[src/rtl/slip_pkg.sv]
package slip_pkg;
  localparam logic [7:0] SLIP_DELIM   = 8'hC0;
  localparam logic [7:0] SLIP_ESC     = 8'hDB;
  localparam logic [7:0] SLIP_ESC_END = 8'hDC;
  localparam logic [7:0] SLIP_ESC_ESC = 8'hDD;

  typedef enum logic [1:0] {
    RX_IDLE,
    RX_START,
    RX_DATA,
    RX_STOP
  } rx_state_t;
endpackage

[src/rtl/uart_bit_rx.sv]
module uart_bit_rx
  import slip_pkg::*;
#(
  parameter int CLKS_PER_BIT = 45,
  parameter int DATA_BITS    = 8
) (
  input  logic                 clk,
  input  logic                 rst,
  input  logic                 rxd_i,
  output logic [DATA_BITS-1:0] byte_o,
  output logic                 byte_valid_o,
  output logic                 stop_err_o
);
  localparam int CW   = $clog2(CLKS_PER_BIT);
  localparam int HALF = CLKS_PER_BIT / 2;
  localparam int BW   = $clog2(DATA_BITS);

  logic [1:0]           sync_q;
  logic                 rx_s, rx_prev;
  rx_state_t            state;
  logic [CW-1:0]        cnt;
  logic [BW-1:0]        bit_idx;
  logic [DATA_BITS-1:0] shift_q;

  assign rx_s = sync_q[1];

  always_ff @(posedge clk) begin
    if (rst) begin
      sync_q  <= 2'b11;
      rx_prev <= 1'b1;
    end else begin
      sync_q  <= {sync_q[0], rxd_i};
      rx_prev <= rx_s;
    end
  end

  always_ff @(posedge clk) begin
    if (rst) begin
      state        <= RX_IDLE;
      cnt          <= '0;
      bit_idx      <= '0;
      shift_q      <= '0;
      byte_o       <= '0;
      byte_valid_o <= 1'b0;
      stop_err_o   <= 1'b0;
    end else begin
      byte_valid_o <= 1'b0;
      stop_err_o   <= 1'b0;
      case (state)
        RX_IDLE: begin
          if (rx_prev && !rx_s) begin
            cnt   <= CW'(HALF - 1);
            state <= RX_START;
          end
        end
        RX_START: begin
          if (cnt == '0) begin
            if (!rx_s) begin
              cnt     <= CW'(CLKS_PER_BIT - 1);
              bit_idx <= '0;
              state   <= RX_DATA;
            end else begin
              state <= RX_IDLE;
            end
          end else begin
            cnt <= cnt - 1'b1;
          end
        end
        RX_DATA: begin
          if (cnt == '0) begin
            shift_q <= {rx_s, shift_q[DATA_BITS-1:1]};
            cnt     <= CW'(CLKS_PER_BIT - 1);
            if (bit_idx == BW'(DATA_BITS - 1)) state <= RX_STOP;
            else bit_idx <= bit_idx + 1'b1;
          end else begin
            cnt <= cnt - 1'b1;
          end
        end
        default: begin
          if (cnt == '0) begin
            if (rx_s) begin
              byte_o       <= shift_q;
              byte_valid_o <= 1'b1;
            end else begin
              stop_err_o <= 1'b1;
            end
            state <= RX_IDLE;
          end else begin
            cnt <= cnt - 1'b1;
          end
        end
      endcase
    end
  end

  // data phase is entered only after the start bit was confirmed low
  a_r8_start_confirmed: assert property (@(posedge clk) disable iff (rst)
    (state == RX_DATA && $past(state) == RX_START) |-> $past(!rx_s));

  // a received byte is a single-cycle strobe
  a_r2_valid_pulse: assert property (@(posedge clk) disable iff (rst)
    byte_valid_o |=> !byte_valid_o);

  // a stop error is a single-cycle flag
  a_r7_err_pulse: assert property (@(posedge clk) disable iff (rst)
    stop_err_o |=> !stop_err_o);
endmodule

[src/rtl/slip_unframe.sv]
module slip_unframe
  import slip_pkg::*;
(
  input  logic       clk,
  input  logic       rst,
  input  logic [7:0] byte_i,
  input  logic       byte_valid_i,
  output logic [7:0] pay_data_o,
  output logic       pay_valid_o,
  output logic       burst_open_o,
  output logic       burst_close_o,
  output logic       esc_err_o
);
  logic started_q, esc_q, discard_q;

  always_ff @(posedge clk) begin
    if (rst) begin
      started_q     <= 1'b0;
      esc_q         <= 1'b0;
      discard_q     <= 1'b0;
      pay_data_o    <= '0;
      pay_valid_o   <= 1'b0;
      burst_open_o  <= 1'b0;
      burst_close_o <= 1'b0;
      esc_err_o     <= 1'b0;
    end else begin
      pay_valid_o   <= 1'b0;
      burst_open_o  <= 1'b0;
      burst_close_o <= 1'b0;
      esc_err_o     <= 1'b0;
      if (byte_valid_i) begin
        if (byte_i == SLIP_DELIM) begin
          burst_close_o <= started_q;
          esc_err_o     <= esc_q;
          started_q     <= 1'b0;
          esc_q         <= 1'b0;
          discard_q     <= 1'b0;
        end else if (discard_q) begin
          esc_q <= 1'b0;
        end else if (esc_q) begin
          esc_q <= 1'b0;
          if (byte_i == SLIP_ESC_END || byte_i == SLIP_ESC_ESC) begin
            pay_data_o   <= (byte_i == SLIP_ESC_END) ? SLIP_DELIM : SLIP_ESC;
            pay_valid_o  <= 1'b1;
            burst_open_o <= !started_q;
            started_q    <= 1'b1;
          end else begin
            esc_err_o <= 1'b1;
            discard_q <= 1'b1;
          end
        end else if (byte_i == SLIP_ESC) begin
          esc_q <= 1'b1;
        end else begin
          pay_data_o   <= byte_i;
          pay_valid_o  <= 1'b1;
          burst_open_o <= !started_q;
          started_q    <= 1'b1;
        end
      end
    end
  end

  a_r3_open_has_data: assert property (@(posedge clk) disable iff (rst)
    burst_open_o |-> pay_valid_o);

  a_r3_close_alone: assert property (@(posedge clk) disable iff (rst)
    burst_close_o |-> !pay_valid_o);

  a_r5_close_needs_frame: assert property (@(posedge clk) disable iff (rst)
    burst_close_o |-> $past(started_q));

  a_r6_discard_silent: assert property (@(posedge clk) disable iff (rst)
    pay_valid_o |-> $past(!discard_q));
endmodule

[src/rtl/slip_uart_rx.sv]
module slip_uart_rx
  import slip_pkg::*;
#(
  parameter int CLKS_PER_BIT = 45
) (
  input  logic       clk,
  input  logic       rst,
  input  logic       rxd_i,
  output logic [7:0] pay_data_o,
  output logic       pay_valid_o,
  output logic       burst_open_o,
  output logic       burst_close_o,
  output logic       stop_err_o,
  output logic       esc_err_o
);
  logic [7:0] line_byte;
  logic       line_valid;

  uart_bit_rx #(.CLKS_PER_BIT(CLKS_PER_BIT), .DATA_BITS(8)) u_rx (
    .clk          (clk),
    .rst          (rst),
    .rxd_i        (rxd_i),
    .byte_o       (line_byte),
    .byte_valid_o (line_valid),
    .stop_err_o   (stop_err_o)
  );

  slip_unframe u_unframe (
    .clk           (clk),
    .rst           (rst),
    .byte_i        (line_byte),
    .byte_valid_i  (line_valid),
    .pay_data_o    (pay_data_o),
    .pay_valid_o   (pay_valid_o),
    .burst_open_o  (burst_open_o),
    .burst_close_o (burst_close_o),
    .esc_err_o     (esc_err_o)
  );
endmodule

[config.mk]
export PLATFORM = sky130hd
export DESIGN_NAME = slip_uart_rx
export DESIGN_NICKNAME = d
export VERILOG_FILES = /design/src/rtl/slip_pkg.sv /design/src/rtl/uart_bit_rx.sv /design/src/rtl/slip_unframe.sv /design/src/rtl/slip_uart_rx.sv
export SDC_FILE = /design/constraint.sdc
export NUM_CORES = 1
export LEC_CHECK = 0
export BUFFER_PORTS_ARGS = -buffer_cell sky130_fd_sc_hd__buf_2
export CAP_MARGIN = 20
export CORE_ASPECT_RATIO = 2
export CORE_MARGIN = 2
export CORE_UTILIZATION = 53
export CTS_CLUSTER_DIAMETER = 60
export CTS_CLUSTER_SIZE = 12
export DETAILED_ROUTE_END_ITERATION = 12
export GPL_TIMING_DRIVEN = 1
export PLACE_DENSITY = 0.74
export SLEW_MARGIN = 20
export SYNTH_ARGS = -nofsm -noshare
export SYNTH_HDL_FRONTEND = slang
export SYNTH_SLANG_ARGS = --single-unit
[constraint.sdc]
create_clock -name clk -period 2.1 [get_ports clk]
set_input_delay 0.42 -clock clk [delete_from_list [all_inputs] [get_ports clk]]
set_output_delay 0.42 -clock clk [all_outputs]
set_load 0.1 [all_outputs]
==> impl_metrics.csv <==
group,metric,value,unit
yosys,synth_cells,253,
sta,maxSlewViolCount,0,
yosys,yosys.area_share.simple,24.45,%
pwr,peakVddDrop,0.0009125,V
cells_and_area,layout_common_cells,"dfxtp_1 (45), nor2_1 (27), a21oi_1 (18)",
yosys,synth_compound_area_share,18.19,%
placed_design,dpl.hpwl,3.835,mm
cells_and_area,final_layout_size_suffix_gt1_share,18.32,%
routing,firstDrtPassIters,4,
floorplan,start_util,55.15,%
sta,finalHoldViolations,0,
sta,grt_setup_unrepaired,"false",
clocking,cts_max_level,2,
routing,wl_per_cell,15.56,µm
sta,layout_min_cycle_time,1967,ps
sta,slew-limit-headroom,67.63,%
routing,drt_iter0_drc,34,
sta,fmax,0.5084,GHz
global_route,grt_pass1_wl,8.424,mm
cells_and_area,final_common_cell,"dfxtp_1",
flow_run,drv_cap,0,
cells_and_area,finalCoreUtilization,61.61,%
setup_path,cp_cell_sequence,"inv_1 -> ha_1 -> or3_1 -> a211oi_4 -> nor2_1 -> a2111oi_2",
floorplan,die_x,50.35,µm
clocking,numClockSinks,47,
routing,vias_per_cell,5.969,
global_route,grt_use_total,22.03,%
sta,finalSetupViolCount,0,
status,status,"finished, final reports clean",
clocking,post_cts_buffers,0,
routing,ant_nets,0,
cells_and_area,final_nets,284,
yosys,synth-seq-area-share,41.32,%
clocking,cts_inserted_buffers,5,
yosys,synth_flop_cell,"dfxtp_1",
routing,dr_total_vias,1940,
clocking,cts_tree,"yes",
yosys,avgSynthCellArea,9.001,µm²
yosys,synth_edf_count,0,
yosys,synthMuxAreaShare,6.593,%
clocking,clock_latency,290,ps
yosys,synthAdderAreaFrac,4.396,%
sta,worstMarginPinSlew,485.5,ps
setup_path,start_kind,"flop",
setup_path,crit_fanout,5,
global_route,first_global_vias,1880,
floorplan,ioPinCount,16,
setup_path,cpMaxStageDelayCell,"or3_1",
yosys,syn_area,2277,µm²
cells_and_area,areaGrowthSynthToFinish,11.70,%
floorplan,die_area,4869,µm²
cells_and_area,antenna_cells,0,
clocking,clockBufferDepth,2,
floorplan,die_h,96.70,µm
setup_path,cp_num_buf_inv,1,
routing,drc_errors,0,
placed_design,globalplace.congestion,0.8604,
setup_path,cp_data_required_time,2300,ps
setup_path,cp.arrival,2160,ps
setup_path,worstSetupPathType,"flop to flop",
setup_path,cp_slowest_stage_delay,460,ps
sta,fin_skew,4.053,ps
setup_path,cpLargestDelayFamily,"compound AO/OA/AOI/OAI gates",
sta,fin_tns_setup,0,ps
yosys,async_reset_ff_share,0,%
pwr,power_density,1082,nW/µm²
global_route,antenna_found_initial,0,
yosys,synth_nets,264,
yosys,ys_types,53,
setup_path,endpoint_kind,"flop",
floorplan,core-area,4129,µm²
clocking,clockRootBuffer,"clkbuf_8",
yosys,synth_xor_area_share,0,%
worst_hold_path,hp-class,"input pin to flop",
global_route,overflow,0,
global_route,grt_max_degree,29,
yosys,ys_ff_latch,47,
routing,drt-total-wl,5.057,mm
placed_design,port_buffers,15,
clocking,cts.reportedPaths.clkPinSlew,80,ps
floorplan,rows,33,
yosys,ys_warn_count,0,
pwr,leakage,1.024,nW
yosys,synth_top_family_by_area,"simple AND/OR/NAND/NOR gates",
sta,min_period_over_period,93.67,%
-- cell usage after synthesis, types with 3 or more instances --
cell type  count  share of area [%]
o21ai_0        4               0.88
o31ai_1        4                1.3
nand3_1       11                2.4
nor2b_1        3               0.82
a31oi_1        3               0.82
nand4_1        3               0.82
ha_1           8                4.4
nor3_1         7                1.5
or3_1          3               0.82
mux2i_1       15                6.6
a311o_1        3                1.3
inv_1         11                1.8
a211oi_1       3               0.99
nor4b_1        3                1.2
and3_1         5                1.4
a21oi_1       18                4.0
nand2b_1       9                2.5
nor2_1        27                4.5
nor4_1         3               0.82
nand2_1       10                1.6
dfxtp_1       47                 41
clkbuf_1      10                1.6
or2_2          5                1.4
-- worst paths after layout --
kind | from | endpoint | slack (ps) | cells after the start
setup / recovery | u_rx.state[1]$_SDFFE_PP0P_ | u_rx.cnt[0]$_SDFFE_PP0P_ | 130 | 6
hold / removal | rxd_i | u_rx.sync_q[0]$_SDFF_PP1_ | 300 | 2
setup reg to reg | u_rx.state[1]$_SDFFE_PP0P_ | u_rx.cnt[0]$_SDFFE_PP0P_ | 130 | 6
hold reg to reg | u_rx.sync_q[0]$_SDFF_PP1_ | u_rx.sync_q[1]$_SDFF_PP1_ | 430 | 1
-- cells by family (layout without fill, tap and decap cells) --
| logic type | after synthesis | in the layout |
|---|---|---|
| adders and majority gates | 8 | 8 |
| and+or+nand+nor | 100 | 100 |
| buffers and inverters | 26 | 46 |
| AOI/OAI and AO/OA | 57 | 57 |
| muxes | 15 | 15 |
| DFF | 47 | 47 |
-- power breakdown --
part	total, mW	internal (mW)	switching, mW
registers	1.08	0.968	0.114
logic	1.12	0.431	0.690
clock network	0.548	0.259	0.290
-- sequential cells by signal (all words and copies together), names as in the netlist, 2 cells and up --
register and flops:
u_rx.state 2, u_rx.shift_q 8, u_rx.byte_o 8, u_unframe.pay_data_o 8
u_rx.bit_idx 3, u_rx.cnt 6, u_rx.sync_q 2
-- metal layers --
metal  up-vias  routed length [µm]  global-route usage (%)
li1        959                   -                       -
met1       920                1845                   20.83
met2        41                2843                   42.00
met3        20                 113                   2.932
met4         0                 255                   13.10
met5         -                   0                       0
-- area by class of cell --
class | count | area (µm²)
Sequential cell | 47 | 943.4
Clock buffer | 6 | 82.58
Inverter | 11 | 41.29
Clock inverter | 1 | 5.005
Fill cell | 388 | 1585
Multi-Input combinational cell | 180 | 1221
Timing Repair Buffer | 28 | 185.2
Tap cell | 52 | 65.06
-- stage by stage --
step           area, µm²  std cells  setup WS, ps  hold WS [ps]  power [mW]
3_3_place_gp        2454        318         150.6         393.6       2.201
5_1_grt             2544        325         4.584         310.7       2.931
3_5_place_dp        2454        318         112.4         406.2       2.207
4_1_cts             2541        325         75.76         300.0       2.755
6_report            2544        325         133.0         301.8       2.752
2_1_floorplan       2277        253         106.0         389.5       1.973
-- timing repair --
item,in CTS,in global routing
endpoints found under the setup margin,0,2
gates resized for setup,0,2
hold buffers,0,0
(Power assumes the default switching activity.)
